--- config.mk ---
export PLATFORM = sky130hd
export DESIGN_NAME = popguard_seq
export DESIGN_NICKNAME = d
export VERILOG_FILES = /design/src/rtl/popguard_seq.sv
export SDC_FILE = /design/constraint.sdc
export NUM_CORES = 1
export LEC_CHECK = 0
export ABC_AREA = 1
export CORE_MARGIN = 2
export CORE_UTILIZATION = 35
export CTS_CLUSTER_SIZE = 14
export DETAILED_ROUTE_END_ITERATION = 12
export PLACE_DENSITY = 0.53
export SYNTH_ARGS = -nofsm -noshare
export SYNTH_HDL_FRONTEND = slang
export SYNTH_SLANG_ARGS = --single-unit
--- constraint.sdc ---
create_clock -name clk -period 2.2 [get_ports clk]
set_input_delay 0.44 -clock clk [delete_from_list [all_inputs] [get_ports clk]]
set_output_delay 0.44 -clock clk [all_outputs]
set_load 0.01 [all_outputs]
--- src/rtl/popguard_seq.sv ---
module popguard_seq #(
  parameter int CH       = 2,
  parameter int SPC      = 256,
  parameter int STEPS_LG = 8,
  parameter int STEP_SMP = 4,
  parameter int PDN_MIN  = 6
) (
  input  logic          clk,
  input  logic          rst_n,
  input  logic          pdn_n,
  input  logic          mute_n,
  input  logic          force_mute,
  input  logic [CH-1:0] mod_bits,
  output logic          gate_en,
  output logic [CH-1:0] leg_p,
  output logic [CH-1:0] leg_n
);
  localparam int PW = $clog2(SPC);
  localparam int KW = STEPS_LG + 1;
  localparam int SW = $clog2(STEP_SMP + 1);
  localparam int DW = $clog2(PDN_MIN + 1);
  localparam int MW = KW + PW;
  localparam logic [MW-1:0] HALF_W = MW'(SPC / 2);

  typedef enum logic [1:0] {S_OFF, S_IDLE, S_RAMP, S_PLAY} st_t;

  st_t           st;
  logic          down;
  logic [DW-1:0] dcnt;
  logic [PW-1:0] pos;
  logic [SW-1:0] seg;
  logic [KW-1:0] k;
  logic [MW-1:0] prod, hi_len;
  logic          lvl, mute_req, last_pos, last_seg, last_k;

  assign mute_req = ~mute_n | force_mute;
  assign last_pos = pos == PW'(SPC - 1);
  assign last_seg = seg == SW'(STEP_SMP - 1);
  assign last_k   = k == KW'(2 ** STEPS_LG);
  assign prod     = {{PW{1'b0}}, k} * HALF_W;
  assign hi_len   = prod >> STEPS_LG;
  assign lvl      = {{KW{1'b0}}, pos} < hi_len;

  always_ff @(posedge clk or negedge rst_n) begin
    if (!rst_n) begin
      dcnt <= '0;
      down <= 1'b1;
    end else if (pdn_n) begin
      dcnt <= '0;
      down <= 1'b0;
    end else if (dcnt == DW'(PDN_MIN - 1)) begin
      down <= 1'b1;
    end else begin
      dcnt <= dcnt + DW'(1);
    end
  end

  always_ff @(posedge clk or negedge rst_n) begin
    if (!rst_n) begin
      st  <= S_OFF;
      pos <= '0;
      seg <= '0;
      k   <= '0;
    end else begin
      if (st != S_RAMP) begin
        pos <= '0;
        seg <= '0;
        k   <= '0;
      end else begin
        pos <= last_pos ? '0 : pos + PW'(1);
        if (last_pos) begin
          seg <= last_seg ? '0 : seg + SW'(1);
          if (last_seg && !last_k) k <= k + KW'(1);
        end
      end
      if (down) st <= S_OFF;
      else begin
        case (st)
          S_OFF:   st <= S_IDLE;
          S_IDLE:  if (!mute_req) st <= S_RAMP;
          S_RAMP:  if (mute_req) st <= S_IDLE;
                   else if (last_pos && last_seg && last_k) st <= S_PLAY;
          default: if (mute_req) st <= S_IDLE;
        endcase
      end
    end
  end

  assign gate_en = ~down & (st != S_OFF);
  assign leg_p = down ? '0 : (st == S_PLAY) ? mod_bits  : (st == S_RAMP) ? {CH{lvl}} : '0;
  assign leg_n = down ? '0 : (st == S_PLAY) ? ~mod_bits : (st == S_RAMP) ? {CH{lvl}} : '0;
endmodule

==> summary.md, run 1 <==
| Metric | Value |
|---|---|
| RSZ-0062 raised after global routing | `yes` |
| Slew of the pin with the lowest slew margin | `about 340 ps` |
| Antenna violations before repair | `0` |
| Pwr Total | `roughly 1.2 mW` |
| All-Layer GR Usage | `~15%` |
| Aggregate negative setup slack | `0 ps` |
| Worst Slack Setup Final | `~84 ps` |
| DPL Wire Length | `a little under 3 mm` |
| Leakage Power | `between 1 and 1.5 nW` |
| Length of routed met3 wiring | `~54 um` |
| Port bufs | `11` |
| Post-route met1 wirelength | `1.773 mm` |
| Number of nets in the layout | `between 300 and 400` |
| Layout Cell Area excl Fill | `0.002175 mm^2` |
| Worst IR Drop VDD | `approximately 0.00025 V` |
| Post-layout instance count excluding filler cells | `about 340` |
| Critical Path Sink Type | `primary output` |
| Cells after Synth | `approximately 240` |
| Post-synthesis instance area | `between 0.0015 and 0.002 mm^2` |
| Number of failing hold endpoints at the final stage | `0` |
| Synthesized netlist net count | `266` |
| Routed via count divided by cell count | `about 4.6` |
| Number of global-route vias before repair | `around 1500` |
| Row cnt | `25` |
| Post-synthesis sequential element count | `26` |
| Number of pins exceeding their max-slew limit in the final report | `0` |
| Number of synthesis warnings | `0` |
| Critical Path Start Type | `flop` |
| Wire length of the first global-routing pass | `6.513 mm` |
| Remaining design rule violation count | `0` |
| Time the worst path needs with I/O delays and setup | `between 2000 and 2500 ps` |
| Synth unique cells | `27` |
| Global placer's final weighted congestion | `~0.76` |
| Total core area | `between 0.004 and 0.005 mm^2` |
| Total via count in the routed design | `between 1500 and 2000` |
| Hold crit path type | `flop to flop` |
| Die width | `between 70 and 80 um` |
| I/O Pins | `12` |
| Clk_skew | `3.297 ps` |
| Mean area per synthesized cell | `about 7.4 um^2` |
| Vertical extent of the die | `roughly 75 um` |
| Initial Utilization | `36.96%` |
| Share of post-route cells with drive strength above 1 | `between 10% and 20%` |
| Pin count of the biggest net entering global routing | `27` |
| Required time of the critical path | `roughly 1800 ps` |
| Maximum achievable frequency | `about 470 MHz` |
| Status | `finished, final reports clean` |
| Standard cell area after detailed placement | `about 0.0021 mm^2` |
| Worst setup slack before clock tree synthesis | `-106.4 ps` |
| Share of the clock period used by the worst path | `approximately 96%` |
| # H-tree levels | `1` |
| Worst slew margin | `between 70 and 80%` |
| PD cells | `between 500 and 600 mW/mm^2` |
| Routed wire length | `~3.7 mm` |
| Placed insts | `336` |
| GR Overflow Total | `0` |
| TritonCTS clock tree | `built` |
| Initial DRT Pass Iterations | `4` |
| Core occupancy in the finished layout | `45.14%` |
| Average wire per cell in the routed design | `10.78 um` |
| # Max-Cap Violations | `0` |
| Detailed router's first-iteration violation count | `between 40 and 50` |
| Clock buffers created by TritonCTS | `3` |
| Fraction of the yosys area taken by sequential cells | `a little over a third` |
| CP max FO | `4` |
| Worst Hold Margin | `472.9 ps` |
| Count of clock tree sinks | `26` |
| Category of the critical setup timing path | `flop to primary output` |
| Routed wl met2 | `1.840 mm` |
| Arrival time worst endpoint | `1680 ps` |
| Clock slew at reported path FFs | `~90 ps` |
| Die area | `approximately 0.0057 mm^2` |
| Clock latency at the later pin of the worst-skew pair | `around 270 ps` |
| Highest metal used | `met4` |
| Area overhead of the layout relative to synthesis | `22.14%` |
| Setup violation total in the final timing report | `0` |
| Inserted Diodes | `0` |
| Longest Clk Path Bufs | `2` |
| Root Driver | `sky130_fd_sc_hd__clkbuf_8` |
| Antenna viol nets, final | `0` |
[layout make-up]
cell class              instances  area (um^2)
fillers                       496         2643
multi-input cells             176        997.2
flip-flops and latches         26        651.9
repair buffers                 34        261.5
inverters                      36        135.1
well taps                      67        83.83
clock buffers                   4        45.04
[kinds of logic after synthesis]
logic type      synth area share [%]
fa+ha+maj                      12.65
flops                          36.61
buf+inv                        8.994
simple gates                   31.27
compound gates                 8.503
xor+xnor                       1.968
[worst max-delay path, cell delays in order, from the launching register on]
cell	delay (ps)
sky130_fd_sc_hd__dfrtp_1	400
sky130_fd_sc_hd__inv_2	90
sky130_fd_sc_hd__ha_4	210
sky130_fd_sc_hd__nand2_2	50
sky130_fd_sc_hd__nand2_1	40
sky130_fd_sc_hd__nor2_1	80
sky130_fd_sc_hd__nand2_1	60
sky130_fd_sc_hd__a21oi_2	110
sky130_fd_sc_hd__nand2_2	100
sky130_fd_sc_hd__a21oi_1	130
sky130_fd_sc_hd__buf_2	140
[state kept, by name, summed over array words and instances (netlist names)]
signal / count
dcnt: 3
down: 1
k: 9
pos: 8
seg: 3
st: 2
[synth_stat cells]
library cell | instances | area share, %
sky130_fd_sc_hd__nand2_1 | 71 | 15
sky130_fd_sc_hd__inv_1 | 33 | 7.0
sky130_fd_sc_hd__dfrtp_1 | 25 | 35
sky130_fd_sc_hd__nor2_1 | 21 | 4.4
sky130_fd_sc_hd__ha_1 | 18 | 13
sky130_fd_sc_hd__nand3_1 | 13 | 3.7
sky130_fd_sc_hd__o21ai_0 | 13 | 3.7
sky130_fd_sc_hd__a21oi_1 | 12 | 3.4
sky130_fd_sc_hd__nor3_1 | 6 | 1.7
sky130_fd_sc_hd__inv_2 | 3 | 0.63
sky130_fd_sc_hd__xor2_1 | 3 | 1.5
sky130_fd_sc_hd__a31oi_1 | 2 | 0.70
sky130_fd_sc_hd__nand2_2 | 2 | 0.70
sky130_fd_sc_hd__nand2_4 | 2 | 1.3
sky130_fd_sc_hd__nand3_2 | 2 | 1.1
sky130_fd_sc_hd__nand4_1 | 2 | 0.70
sky130_fd_sc_hd__nor2_4 | 2 | 1.3
sky130_fd_sc_hd__or2_2 | 2 | 0.70
sky130_fd_sc_hd__buf_2 | 1 | 0.28
sky130_fd_sc_hd__buf_8 | 1 | 0.84
sky130_fd_sc_hd__clkbuf_2 | 1 | 0.28
sky130_fd_sc_hd__dfstp_2 | 1 | 1.5
sky130_fd_sc_hd__nor2_2 | 1 | 0.35
sky130_fd_sc_hd__nor3b_1 | 1 | 0.42
sky130_fd_sc_hd__o21ai_1 | 1 | 0.28
sky130_fd_sc_hd__o21ai_2 | 1 | 0.49
sky130_fd_sc_hd__xnor2_1 | 1 | 0.49
[final timing paths]
path                       endpoint    from  cells past startpoint  slack (ps)
min reg2reg                  pos[0]  pos[0]                      1         470
max                        leg_p[1]    k[8]                     10          80
min                          pos[0]  pos[0]                      1         470
min in group asynchronous      k[4]   rst_n                      2         530
max in group asynchronous      down   rst_n                      2        1380
max reg2reg                   st[1]   st[0]                      9         590
[power breakdown]
group / total (mW) / switching, mW / internal [mW]
Sequential: 0.528 / 0.0211 / 0.507
Combinational: 0.376 / 0.232 / 0.144
Clock: 0.288 / 0.158 / 0.130
Total: 1.19 / 0.411 / 0.781
[routing by layer]
layer	vias up	track usage [%]
met1	719	19.70
met3	2	2.778
met4	0	3.314
met2	9	26.09
met5	-	0
li1	833	-
[layout by cell type, fill, tap and decap left out, drive strengths merged]
cell,n
a21oi,12
a31oi,2
buf,27
clkbuf,4
clkdlybuf4s50,6
dfrtp,25
dfstp,1
dlygate4sd2,1
ha,18
inv,36
nand2,75
nand3,15
nand4,2
nor2,24
nor3,6
nor3b,1
o21ai,15
or2,2
xnor2,1
xor2,3
[timing repair]
action                                  4_1_cts  5_1_grt
cloned                                        0        0
hold buffers                                  0        0
endpoints found under the setup margin        5        4
pin swaps                                     3        3
setup buffers                                 1        2
gates resized for setup                      20        4
Power figures use the tool's default switching activity.
==> inputs of run 2 (changes only) <==
- CAP_MARGIN: unset -> 20
- SKIP_CTS_REPAIR_TIMING: unset -> 1
==> summary.md, run 2 (synthesis gave the netlist of run 1 again) <==
| Metric | Value |
|---|---|
| Status | `finished, final reports clean` |
| Registers with the highest flip-flop counts | `k x9, pos x8` |
| Proportion of power drawn by the clock network | `a little under a quarter` |
| Arrival time worst endpoint | `1670 ps` |
| Switch Pwr | `just over 0.4 mW` |
| Reg-to-Reg End | `st[1]` |
| Clk_skew | `around 2.3 ps` |
| Comb power frac | `32.6%` |
| Worst IR Drop VDD | `~0.00024 V` |
| All-Layer GR Usage | `between 15 and 20%` |
| PD cells | `approximately 560 mW/mm^2` |
| Die area | `about 0.0057 mm^2` |
| Longest Clk Path Bufs | `2` |
| Most frequent cells in the layout | `sky130_fd_sc_hd__nand2_1 (69), sky130_fd_sc_hd__inv_1 (32), sky130_fd_sc_hd__dfrtp_1 (25), sky130_fd_sc_hd__nor2_1 (21), sky130_fd_sc_hd__buf_4 (21)` |
| Worst reg-to-reg path cell count | `9` |
| # Max-Cap Violations | `0` |
| Global Route met1 Usage | `just under 20%` |
| Hold crit path type | `flop to flop` |
| Root Driver | `sky130_fd_sc_hd__clkbuf_8` |
| Leakage Power | `roughly 1.1 nW` |
| Time the worst path needs with I/O delays and setup | `between 2000 and 2500 ps` |
| Number of instances on the worst hold path | `1` |
| CP max-delay cell | `sky130_fd_sc_hd__dfrtp_1` |
| Worst Slack Setup Final | `around 90 ps` |
| Clock buffers created by TritonCTS | `3` |
| # H-tree levels | `1` |
| TritonCTS clock tree | `built` |
| Wire length of the first global-routing pass | `~6.5 mm` |
| Total core area | `0.004817 mm^2` |
| Number of nets in the layout | `300` |
| Core occupancy in the finished layout | `44.99%` |
| Antenna viol nets, final | `0` |
| Average wire per cell in the routed design | `approximately 11 um` |
| Antenna violations before repair | `0` |
| Number of pins exceeding their max-slew limit in the final report | `0` |
| Remaining design rule violation count | `0` |
| Area overhead of the layout relative to synthesis | `21.71%` |
| Met2 usage | `roughly a quarter` |
| Internal Dissipation | `about 0.8 mW` |
| Cell breakdown of the critical path | `ha_4 -> nand2_2 -> nand2_1 -> nor2_1 -> nand2_1 -> a21oi_2 -> nand2_2 -> a21oi_1 -> buf_2` |
| Setup slack of the most critical reg-to-reg path | `about 570 ps` |
| Crit path largest cell delay | `approximately 430 ps` |
| FILL cells | `493` |
| Commonest non-fill, non-tap cell in the layout | `sky130_fd_sc_hd__nand2_1` |
| Critical Path Start Type | `flop` |
| Maximum achievable frequency | `about 470 MHz` |
| Routed wire length | `3.678 mm` |
| Share of the clock period used by the worst path | `between 90% and 100%` |
| Die width | `roughly 75 um` |
| Share of post-route cells with drive strength above 1 | `roughly a fifth` |
| Category of the critical setup timing path | `flop to primary output` |
| Clock latency at the later pin of the worst-skew pair | `270 ps` |
| RSZ-0062 raised after global routing | `yes` |
| Worst setup slack before clock tree synthesis | `-106.4 ps` |
| Most Crowded Layer GR | `met2` |
| Global placer's final weighted congestion | `0.7585` |
| GRT met3 Usage | `2.778%` |
| Worst Hold Margin | `between 400 and 500 ps` |
| Port bufs | `11` |
| Pin count of the biggest net entering global routing | `27` |
| CP max FO | `4` |
| Number of global-route vias before repair | `~1500` |
| Critical path's top delay family | `flip-flops` |
| Largest reg by FF count | `k` |
| Worst path buffer plus inverter count | `1` |
| Routed via count divided by cell count | `~4.6` |
| Net switching share of the total power | `roughly 34%` |
| Proportion of power drawn by flip-flops and latches | `43.6%` |
| Setup violation total in the final timing report | `0` |
| Initial Utilization | `between 30% and 40%` |
| Detailed router's first-iteration violation count | `37` |
| Row cnt | `25` |
| I/O Pins | `12` |
| Worst hold path startpoint | `pos[0]` |
| Initial DRT Pass Iterations | `4` |
| Total via count in the routed design | `between 1500 and 2000` |
| Number of failing hold endpoints at the final stage | `0` |
| Count of clock tree sinks | `26` |
| DPL Wire Length | `roughly 2.9 mm` |
| Pwr Total | `about 1.2 mW` |
| Critical Path Sink Type | `primary output` |
| Worst slew margin | `approximately 80%` |
| Clock slew at reported path FFs | `90 ps` |
| GR Overflow Total | `0` |
| Slew of the pin with the lowest slew margin | `roughly 320 ps` |
| Critical R2R Launch | `st[1]` |
| Hold worst-path end | `pos[0]` |
| Vertical extent of the die | `approximately 75 um` |
| Number of flip-flops under the largest register name | `9` |
| Required time of the critical path | `~1800 ps` |
| Inserted Diodes | `0` |
run 2: changes by cell type in the layout (fill, tap and decap cells not counted), sizes merged:
cell	change
dlymetal6s2s	+1
dlygate4sd2	-1
buf	-2
run 2: metrics by stage:
step           area [um^2]  TNS [ps]  std cells
2_1_floorplan         1780         0        241
3_3_place_gp          2100    -225.7        336
3_5_place_dp          2100    -370.1        336
4_1_cts               2145     -1740        340
5_1_grt               2167    -238.2        341
6_report              2167         0        341
run 2: worst max-delay path by stage:
stage          cells past startpoint  slack (ps)   start        to
2_1_floorplan                      9         360   st[0]  leg_n[0]
3_3_place_gp                       9         -60  pos[7]  leg_p[0]
3_5_place_dp                       9        -110  pos[7]  leg_p[0]
4_1_cts                            9        -430  pos[7]  leg_p[0]
5_1_grt                            9         -70  pos[7]  leg_p[1]
6_report                           9          90  pos[7]  leg_p[1]
run 2: routing by layer:
layer	vias up	wire length, um
li1	827	-
met5	-	0
met3	2	50
met2	7	1834
met4	0	27
met1	721	1765
run 2: cell type report:
type | instances | area [um^2] | share of cell area (%)
clock buffers | 4 | 45.04 | 2.079
well taps | 67 | 83.83 | 3.868
inverters | 36 | 135.1 | 6.236
repair buffers | 32 | 250.2 | 11.55
flip-flops and latches | 26 | 651.9 | 30.08
multi-input cells | 176 | 1001 | 46.19
run 2: worst register-to-register path: cells and delay by family, from the launching register on:
family / cells / cell delay [ps]
buf+inv: 3 / 520
fa+ha+maj: 1 / 160
flops: 1 / 380
simple gates: 5 / 520
run 2: power groups by stage:
stage                     Clock [mW]  Combinational, mW  Sequential, mW
after detailed placement           0              0.399           0.537
after global routing           0.313              0.464           0.532
after floorplan                    0              0.255           0.540
after CTS                      0.299              0.401           0.528
after global placement             0              0.401           0.537
final                          0.287              0.393           0.526
